`config.mk`:
```
export PLATFORM = sky130hd
export DESIGN_NAME = sha_fold_stage
export DESIGN_NICKNAME = d
export VERILOG_FILES = /design/src/rtl/sha_fold_pkg.sv /design/src/rtl/sha_fold_ctrl.sv /design/src/rtl/sha_round_core.sv /design/src/rtl/sha_sched_step.sv /design/src/rtl/sha_fold_stage.sv
export SDC_FILE = /design/constraint.sdc
export NUM_CORES = 2
export LEC_CHECK = 0
export BUFFER_PORTS_ARGS = -buffer_cell sky130_fd_sc_hd__clkbuf_2
export CELL_PAD_IN_SITES_DETAIL_PLACEMENT = 1
export CELL_PAD_IN_SITES_GLOBAL_PLACEMENT = 2
export CORE_AREA = 10 10 585 587
export DETAILED_ROUTE_END_ITERATION = 8
export DIE_AREA = 0 0 595 597
export PLACE_DENSITY_LB_ADDON = 0.3
export SLEW_MARGIN = 20
export SYNTH_ARGS = -nofsm -noshare
export SYNTH_HDL_FRONTEND = slang
export SYNTH_SLANG_ARGS = --single-unit
```
`constraint.sdc`:
```
create_clock -name clk -period 37.9 [get_ports clk]
set_input_delay 3.79 -clock clk [delete_from_list [all_inputs] [get_ports clk]]
set_output_delay 3.79 -clock clk [all_outputs]
set_load 0.005 [all_outputs]
```
`src/rtl/sha_fold_pkg.sv`:
```
// Shared widths, types and SHA-256 helper functions for the folded stage.
// Assumes 32-bit words; the constant table is computed by index, modulo 64.
package sha_fold_pkg;
    localparam int WORD_W      = 32;
    localparam int STATE_WORDS = 8;
    localparam int WIN_WORDS   = 16;
    localparam int STATE_W     = WORD_W * STATE_WORDS;
    localparam int WIN_W       = WORD_W * WIN_WORDS;

    typedef logic [WORD_W-1:0] word_t;

    function automatic word_t ror(input word_t x, input int n);
        return (x >> n) | (x << (WORD_W - n));
    endfunction

    function automatic word_t big_sig0(input word_t x);
        return ror(x, 2) ^ ror(x, 13) ^ ror(x, 22);
    endfunction

    function automatic word_t big_sig1(input word_t x);
        return ror(x, 6) ^ ror(x, 11) ^ ror(x, 25);
    endfunction

    function automatic word_t sml_sig0(input word_t x);
        return ror(x, 7) ^ ror(x, 18) ^ (x >> 3);
    endfunction

    function automatic word_t sml_sig1(input word_t x);
        return ror(x, 17) ^ ror(x, 19) ^ (x >> 10);
    endfunction

    function automatic word_t choose(input word_t e, input word_t f, input word_t g);
        return (e & f) ^ (~e & g);
    endfunction

    function automatic word_t majority(input word_t a, input word_t b, input word_t c);
        return (a & b) ^ (a & c) ^ (b & c);
    endfunction

    function automatic word_t round_const(input int idx);
        logic [5:0] i;
        i = idx[5:0];
        case (i)
            6'd0:  return 32'h428a2f98;  6'd1:  return 32'h71374491;
            6'd2:  return 32'hb5c0fbcf;  6'd3:  return 32'he9b5dba5;
            6'd4:  return 32'h3956c25b;  6'd5:  return 32'h59f111f1;
            6'd6:  return 32'h923f82a4;  6'd7:  return 32'hab1c5ed5;
            6'd8:  return 32'hd807aa98;  6'd9:  return 32'h12835b01;
            6'd10: return 32'h243185be;  6'd11: return 32'h550c7dc3;
            6'd12: return 32'h72be5d74;  6'd13: return 32'h80deb1fe;
            6'd14: return 32'h9bdc06a7;  6'd15: return 32'hc19bf174;
            6'd16: return 32'he49b69c1;  6'd17: return 32'hefbe4786;
            6'd18: return 32'h0fc19dc6;  6'd19: return 32'h240ca1cc;
            6'd20: return 32'h2de92c6f;  6'd21: return 32'h4a7484aa;
            6'd22: return 32'h5cb0a9dc;  6'd23: return 32'h76f988da;
            6'd24: return 32'h983e5152;  6'd25: return 32'ha831c66d;
            6'd26: return 32'hb00327c8;  6'd27: return 32'hbf597fc7;
            6'd28: return 32'hc6e00bf3;  6'd29: return 32'hd5a79147;
            6'd30: return 32'h06ca6351;  6'd31: return 32'h14292967;
            6'd32: return 32'h27b70a85;  6'd33: return 32'h2e1b2138;
            6'd34: return 32'h4d2c6dfc;  6'd35: return 32'h53380d13;
            6'd36: return 32'h650a7354;  6'd37: return 32'h766a0abb;
            6'd38: return 32'h81c2c92e;  6'd39: return 32'h92722c85;
            6'd40: return 32'ha2bfe8a1;  6'd41: return 32'ha81a664b;
            6'd42: return 32'hc24b8b70;  6'd43: return 32'hc76c51a3;
            6'd44: return 32'hd192e819;  6'd45: return 32'hd6990624;
            6'd46: return 32'hf40e3585;  6'd47: return 32'h106aa070;
            6'd48: return 32'h19a4c116;  6'd49: return 32'h1e376c08;
            6'd50: return 32'h2748774c;  6'd51: return 32'h34b0bcb5;
            6'd52: return 32'h391c0cb3;  6'd53: return 32'h4ed8aa4a;
            6'd54: return 32'h5b9cca4f;  6'd55: return 32'h682e6ff3;
            6'd56: return 32'h748f82ee;  6'd57: return 32'h78a5636f;
            6'd58: return 32'h84c87814;  6'd59: return 32'h8cc70208;
            6'd60: return 32'h90befffa;  6'd61: return 32'ha4506ceb;
            6'd62: return 32'hbef9a3f7;  default: return 32'hc67178f2;
        endcase
    endfunction
endpackage

```
`src/rtl/sha_fold_ctrl.sv`:
```
// Phase and valid control for the two-round folded stage.
// Takes new work only when idle; the cycle after that is the feedback round.
// Assumes upstream spaces its strobes at least two clocks apart.
module sha_fold_ctrl (
    input  logic clk,
    input  logic rst_n,
    input  logic in_valid,
    output logic take_o,
    output logic phase_o,
    output logic out_valid_o
);
    logic phase_q;
    logic vld_q;

    assign take_o      = in_valid & ~phase_q;
    assign phase_o     = phase_q;
    assign out_valid_o = vld_q;

    // Phase flag: set on a taken strobe, cleared after the feedback round.
    always_ff @(posedge clk) begin
        if (!rst_n) begin
            phase_q <= 1'b0;
            vld_q   <= 1'b0;
        end else begin
            phase_q <= take_o;
            vld_q   <= phase_q;
        end
    end


    vld_no_repeat_chk: assert property (@(posedge clk) disable iff (!rst_n)
        vld_q |=> !vld_q);


    vld_latency_chk: assert property (@(posedge clk) disable iff (!rst_n)
        vld_q |-> $past(in_valid, 2));


    phase_alternates_chk: assert property (@(posedge clk) disable iff (!rst_n)
        phase_q |=> !phase_q);


    vld_idle_chk: assert property (@(posedge clk) disable iff (!rst_n)
        vld_q |-> !phase_q);
endmodule

```
`src/rtl/sha_round_core.sv`:
```
// One SHA-256 compression round, combinational.
// Assumes the caller supplies the partial sum h + W + K already added.
module sha_round_core
    import sha_fold_pkg::*;
(
    input  logic [STATE_W-1:0] st_i,
    input  word_t              part_i,
    output logic [STATE_W-1:0] st_o
);
    word_t a, b, c, d, e, f, g;
    word_t t1, t2;

    // Unpack the working words and form the two temporaries.
    always_comb begin
        a  = st_i[0*WORD_W +: WORD_W];
        b  = st_i[1*WORD_W +: WORD_W];
        c  = st_i[2*WORD_W +: WORD_W];
        d  = st_i[3*WORD_W +: WORD_W];
        e  = st_i[4*WORD_W +: WORD_W];
        f  = st_i[5*WORD_W +: WORD_W];
        g  = st_i[6*WORD_W +: WORD_W];
        t1 = part_i + big_sig1(e) + choose(e, f, g);
        t2 = big_sig0(a) + majority(a, b, c);
    end

    assign st_o = {g, f, e, d + t1, c, b, a, t1 + t2};
endmodule

```
`src/rtl/sha_sched_step.sv`:
```
// One step of the message-schedule window: drop word 0, append a new word.
// Assumes word 0 of the window is the W consumed by the current round.
module sha_sched_step
    import sha_fold_pkg::*;
(
    input  logic [WIN_W-1:0] win_i,
    output logic [WIN_W-1:0] win_o
);
    word_t fresh;

    // New top word from four taps of the current window.
    always_comb begin
        fresh = win_i[0*WORD_W +: WORD_W]
              + sml_sig0(win_i[1*WORD_W +: WORD_W])
              + win_i[9*WORD_W +: WORD_W]
              + sml_sig1(win_i[14*WORD_W +: WORD_W]);
    end

    for (genvar j = 0; j < WIN_WORDS - 1; j++) begin : g_shift
        assign win_o[j*WORD_W +: WORD_W] = win_i[(j+1)*WORD_W +: WORD_W];
    end
    assign win_o[(WIN_WORDS-1)*WORD_W +: WORD_W] = fresh;
endmodule

```
`src/rtl/sha_fold_stage.sv`:
```
// Folded SHA-256 stage: rounds 2*STAGE_IDX and 2*STAGE_IDX+1 on one round core.
// The first round reads the ports; the second reads the stage's own registers.
// The partial T1 sum for the second round is registered one round early.
// Data registers carry no reset; only control state does.
module sha_fold_stage
    import sha_fold_pkg::*;
#(
    parameter int STAGE_IDX = 0
) (
    input  logic               clk,
    input  logic               rst_n,
    input  logic               in_valid,
    input  logic [STATE_W-1:0] in_state,
    input  logic [WIN_W-1:0]   in_win,
    output logic               out_valid,
    output logic [STATE_W-1:0] out_state,
    output logic [WIN_W-1:0]   out_win
);
    localparam int    RND_FIRST  = 2 * STAGE_IDX;
    localparam int    RND_SECOND = RND_FIRST + 1;
    localparam word_t K_FIRST    = round_const(RND_FIRST);
    localparam word_t K_SECOND   = round_const(RND_SECOND);
    localparam int    H_LSB      = 7 * WORD_W;
    localparam int    G_LSB      = 6 * WORD_W;

    logic               take, phase;
    logic [STATE_W-1:0] st_q, src_st, st_nxt;
    logic [WIN_W-1:0]   win_q, src_win, win_nxt;
    word_t              part_q, part_cur, part_nxt, k_ahead;

    sha_fold_ctrl u_ctrl (
        .clk         (clk),
        .rst_n       (rst_n),
        .in_valid    (in_valid),
        .take_o      (take),
        .phase_o     (phase),
        .out_valid_o (out_valid)
    );

    // Feedback select and constant mux for the look-ahead partial sum.
    always_comb begin
        src_st   = phase ? st_q  : in_state;
        src_win  = phase ? win_q : in_win;
        k_ahead  = phase ? K_FIRST : K_SECOND;
        // first pass: straight from the incoming word, no feedback mux
        part_cur = phase ? part_q
                         : in_state[H_LSB +: WORD_W] + in_win[0 +: WORD_W] + K_FIRST;
        // next round's h is this round's g; next W is this window's word 1
        part_nxt = src_st[G_LSB +: WORD_W] + src_win[WORD_W +: WORD_W] + k_ahead;
    end

    sha_round_core u_round (
        .st_i   (src_st),
        .part_i (part_cur),
        .st_o   (st_nxt)
    );

    sha_sched_step u_sched (
        .win_i (src_win),
        .win_o (win_nxt)
    );

    // Data registers: load on a taken strobe and on the feedback round.
    always_ff @(posedge clk) begin
        if (take || phase) begin
            st_q   <= st_nxt;
            win_q  <= win_nxt;
            part_q <= part_nxt;
        end
    end

    assign out_state = st_q;
    assign out_win   = win_q;


    win_slide_chk: assert property (@(posedge clk) disable iff (!rst_n)
        out_valid |-> out_win[0 +: 14*WORD_W] == $past(in_win[2*WORD_W +: 14*WORD_W], 2));
endmodule

```
## Word-level counts from Yosys, hierarchy flattened

Cells that the tools add are included.

| operators by class | value |
|---|---|
| add/sub/neg operators | 12 |
| muxes and demuxes | 4 |
| bitwise logic cells | 29 |
| reductions and logical operators | 1 |

Operators with widths:

| operator | number |
|---|---|
| $mux W512 | 1 |
| $add A32 B32 Y32 | 10 |
| $xor A32 B32 Y32 | 9 |
| $mux W224 | 1 |
| $and A32 B32 Y32 | 5 |
| $add A32 B31 Y32 | 1 |
| $add A32 B31 Y32 const B | 1 |
| $mux W32 | 1 |
| $not A32 Y32 | 1 |
| $or A10 B32 Y32 | 1 |
| $or A13 B32 Y32 | 1 |
| $or A14 B32 Y32 | 1 |
| $or A15 B32 Y32 | 1 |
| $or A19 B32 Y32 | 1 |
| $or A21 B32 Y32 | 1 |
| $or A25 B32 Y32 | 1 |
| $or A26 B32 Y32 | 1 |
| $or A30 B32 Y32 | 1 |
| $or A7 B32 Y32 | 1 |
| $xor A32 B22 Y32 | 1 |
| $xor A32 B29 Y32 | 1 |
| $mux W30 | 1 |
| $and A1 B1 Y1 | 1 |
| $logic_or A1 B1 Y1 | 1 |
| $not A1 Y1 | 1 |

| word-level totals | value |
|---|---|
| register bits | 802 |
| input bits | 771 |
| output and inout bits | 769 |
| word-level logic and storage cells | 51 |

## Depth between registers and ports, before layout

| depth | value |
|---|---|
| depth after elaboration | 7 |
| gate-level depth with buffers | 43 |
| gate-level depth less buffers | 43 |

## Modules after synthesis

A second synthesis with hierarchy kept.

| unflattened totals | value |
|---|---|
| cell total of the unflattened synthesis | 4571 |
| area total of the unflattened synthesis | 55185.4 um^2 |

Modules (own cells, without submodules):

| module | times used | cells an instance | area each (um^2) | sequential area each (um^2) |
|---|---|---|---|---|
| sha_fold_stage | 1 | 2353 | 37661.1 | 24023.0 |
| sha_round_core | 1 | 1200 | 9459.1 | 0.0 |
| sha_sched_step | 1 | 1013 | 7998.9 | 0.0 |
| sha_fold_ctrl | 1 | 5 | 66.3 | 40.0 |

## Worst setup path before layout

No wires, ideal clock.

| path | value |
|---|---|
| path type | input port to flip-flop |
| start | input in_valid |
| end | register st_q[0], in the netlist out_state[0], enable pin |
| setup time | 0.843 ns |
| arrival | 13.303 ns |
| required time | 37.057 ns |
| path slack | 23.754 ns |
| cell stages on the path | 1 |
| buffers on the path | 0 |
| cell sequence | or2_2 |

| on the way | value |
|---|---|
| cells in the longest elaborated chain, start to end | 2 |

RTL lines:

| element | line | RTL |
|---|---|---|
| from (decl) | sha_fold_stage.sv:12 | `input logic in_valid,` |
| $and A1 B1 Y1 | sha_fold_ctrl.sv:15 | `assign take_o = in_valid & ~phase_q;` |
| $logic_or A1 B1 Y1 | sha_fold_stage.sv:65 | `if (take \|\| phase) begin` |
| to (signal assigned) | sha_fold_stage.sv:66 | `st_q <= st_nxt;` |
| to (decl) | sha_fold_stage.sv:27 | `logic [STATE_W-1:0] st_q, src_st, st_nxt;` |

No other way between the ends.
A chain may end at the register's enable or synchronous reset.

## Final worst setup path

| path | value |
|---|---|
| start | input in_win[1] |
| end | register st_q[31], in the netlist out_state[31] (data pin) |

| on the way | value |
|---|---|
| cells in the longest elaborated chain, start to end | 6 |

RTL lines:

| element | line | RTL |
|---|---|---|
| from (decl) | sha_fold_stage.sv:14 | `input logic [WIN_W-1:0] in_win,` |
| $add A32 B32 Y32 | sha_fold_stage.sv:47 | `: in_state[H_LSB +: WORD_W] + in_win[0 +: WORD_W] + K_FIRST;` |
| $add A32 B31 Y32 | sha_fold_stage.sv:47 |  |
| $mux W32 | sha_fold_stage.sv:46 | `part_cur = phase ? part_q` |
| $add A32 B32 Y32 (2 in a row) | sha_round_core.sv:22 | `t1 = part_i + big_sig1(e) + choose(e, f, g);` |
| $add A32 B32 Y32 | sha_round_core.sv:26 | `assign st_o = {g, f, e, d + t1, c, b, a, t1 + t2};` |
| via st_nxt[31] | sha_fold_stage.sv:27 |  |

The timed path passes the listed nets, and every way through them passes these cells.

==> out/qor.csv <==
metric,value,unit
synthesized area per cell,13.06,um2
number of enable flip-flop cells after synthesis,800,
1st-iter DRT viols,2609,
final cycle utilization of the critical path,31.50,%
WHS Path Cells,2,
Num CTS Buffers,118,
Slew HR,26.53,%
H-tree levels,3,
Initial DRT Pass Iterations,6,
"most used cell, CP",ha_1,
fillers,37530,
wl on met1,140400,um
status,completed,
final WL,381500,um
post-synth cell types,83,
"Setup violations, final",0,
Design Power,7.435,mW
final hold viol count,0,
Placer Congestion,0.8965,
post-synth net total,4874,
prevailing post-synth register cell,edfxtp_1,
DRC viols,0,
Post-DP HPWL,334200,um
area delta synth->final,36.57,%
io pins,1540,
final setup TNS,0,ns
Final Slew Violations,0,
global-route wire length before repair,474100,um
worst path arrival time,12.50,ns
initial antenna violation count,148,
P_leak,27.63,nW
sequential fraction of the synthesis area,49.33,%
Critical Path Slowest Stage Cell,o31ai_1,
CTS sink cnt,802,
"commonest non-fill, non-tap cell in the layout",clkbuf_2,
Worst-path clk slew,0.06,ns
Post-Syn Area,48780,um2
largest net degree at the start of global routing,155,
final-stage net count,6560,
met2 wire length,202700,um
routed wl met3,30110,um
antenna-violating nets left,0,
Worst-Skew Late Latency,0.92,ns
Hold/Removal Path Class,register to register,
worst-margin pin slew,1.071,ns
Core Area,329700,um2
number of buffers added for setup after CTS,0,
critical path endpoint category,register,
post-synth top area cell,edfxtp_1,
most frequent cells in the layout,"clkbuf_2 (1539), edfxtp_1 (800), mux2_2 (594)",
share of cells above drive strength 1,44.71,%
R2R depth,32,
Startpoint Class,input pin,
cts hold-fix bufs,0,
Vias,38340,
Syn Inst Count,3734,
fraction of registers with async set/reset,0,%
CTS resizes,0,
vias in the first global route,41560,
Via density,3.865,
Max VDD drop,97.73,uV
synth warn,0,
Max-Cap Viols,0,
CP Max Fanout,5,
Final Skew,0.1465,ns
Fmax,0.08376,GHz
Die Ht,597,um
Avg WL per Cell,38.46,um
CP peak stage delay,0.78,ns
Die W,595,um
initial core utilization,14.79,%
WP data required,38.47,ns
CTS Root Cell,clkbuf_16,
# rows,211,
pwr/cell area,111.6,nW/um2
TritonCTS clock tree,done,
total congestion overflow,0,
minimum clock period,11.94,ns
critical path type,input pin to register,
Area contributors post-synth,"edfxtp_1 (49%), mux2_2 (14%), xnor2_1 (6.3%)",
top routing layer used,met5,
unrepaired setup endpoints after global routing,no,
top cell type's share of synthesized area,49.24,%
Port Buffers,1539,
"flops & latches, synth",802,
CTS Buffer Depth,4,
die area,355200,um2
Global Route Usage Sum,20.48,%
==> cell usage after synthesis, drive strengths merged, types with 6 or more instances <==
master	number
nand3	34
nor2	145
o21a	46
o211ai	11
a21boi	6
o21bai	25
and3	10
a211oi	12
nor3	24
a31oi	14
clkbuf	52
nand2	118
ha	227
mux2i	157
and2	20
xor2	62
or3	11
a2111oi	6
o21ai	86
nand2b	22
inv	378
a21oi	144
a21o	61
maj3	10
nor2b	20
xnor2	354
buf	42
fa	142
or2	10
edfxtp	800
nand4	10
mux2	594
==> path summary, 6_finish.rpt <==
path | slack [ns] | from | end
hold / removal | 0.57 | out_win[453] | out_win[421]
setup reg to reg | 28.42 | u_ctrl.phase_o | out_state[31]
setup / recovery | 25.96 | in_win[1] | out_state[31]
hold reg to reg | 0.57 | out_win[453] | out_win[421]
==> report_power, final <==
| group | total [mW] | switching, mW | leakage [nW] | internal, mW |
|---|---|---|---|---|
| Clock | 1.17 | 0.486 | 1.89 | 0.688 |
| Sequential | 1.55 | 0.159 | 7.98 | 1.39 |
| Combinational | 4.71 | 2.86 | 17.8 | 1.85 |
| Total | 7.43 | 3.51 | 27.6 | 3.93 |
==> registers in the layout, indices dropped and copies added, names as in the netlist <==
name / cells
out_win: 512
u_ctrl.out_valid_o: 1
part_q: 32
u_ctrl.phase_o: 1
out_state: 256
==> worst max-delay path: cells and delay by family <==
kind                     cells  cell delay, ns
AND/OR/NAND/NOR              8            1.14
adder cells (fa/ha/maj)      7            2.75
AO/OA/AOI/OAI               13            3.97
buffers and inverters        3            0.26
XOR/XNOR                     3            0.56
==> cell type report <==
class,count,area (um2),share of cell area [%]
clock buffer,141,3060,4.594
multi-input combinational,2460,22970,34.48
antenna,36,90.09,0.1352
sequential,802,24070,36.12
clock inverter,75,867.1,1.301
inverter,378,1419,2.130
timing repair buffer,1660,8685,13.03
tap,4366,5463,8.199
==> layer usage <==
metal | GRT usage (%) | vias up
met5 | 0 | -
met4 | 3.643 | 80
met3 | 6.836 | 324
met2 | 39.13 | 1436
met1 | 21.99 | 19610
li1 | - | 16890
==> through the flow <==
stage               util [%]  hold slack, ns  area (um2)  cells  worst slack, ns
finish                 20.21          0.5736       66630   9918            25.96
global route           20.18          0.5881       66550   9887            25.39
CTS                    20.17          0.5830       66500   9881            25.92
detailed placement     18.98          0.5653       62580   9665            25.01
global placement       18.98          0.5576       62570   9665            25.01
floorplan                  -          0.5773       48780   3734            23.75
==> cell families (layout without fill, tap and decap cells) <==
kind of cell	after synthesis	in the layout	synth area share [%]
fa+ha+maj	379	379	11.85
other cells	0	36	0
buf+inv	472	2254	3.709
simple gates	445	445	4.301
compound gates	468	468	6.317
mux	751	751	16.93
flops	802	802	49.33
xor+xnor	417	417	7.561
Note: power is estimated with default switching activity, not from simulation.
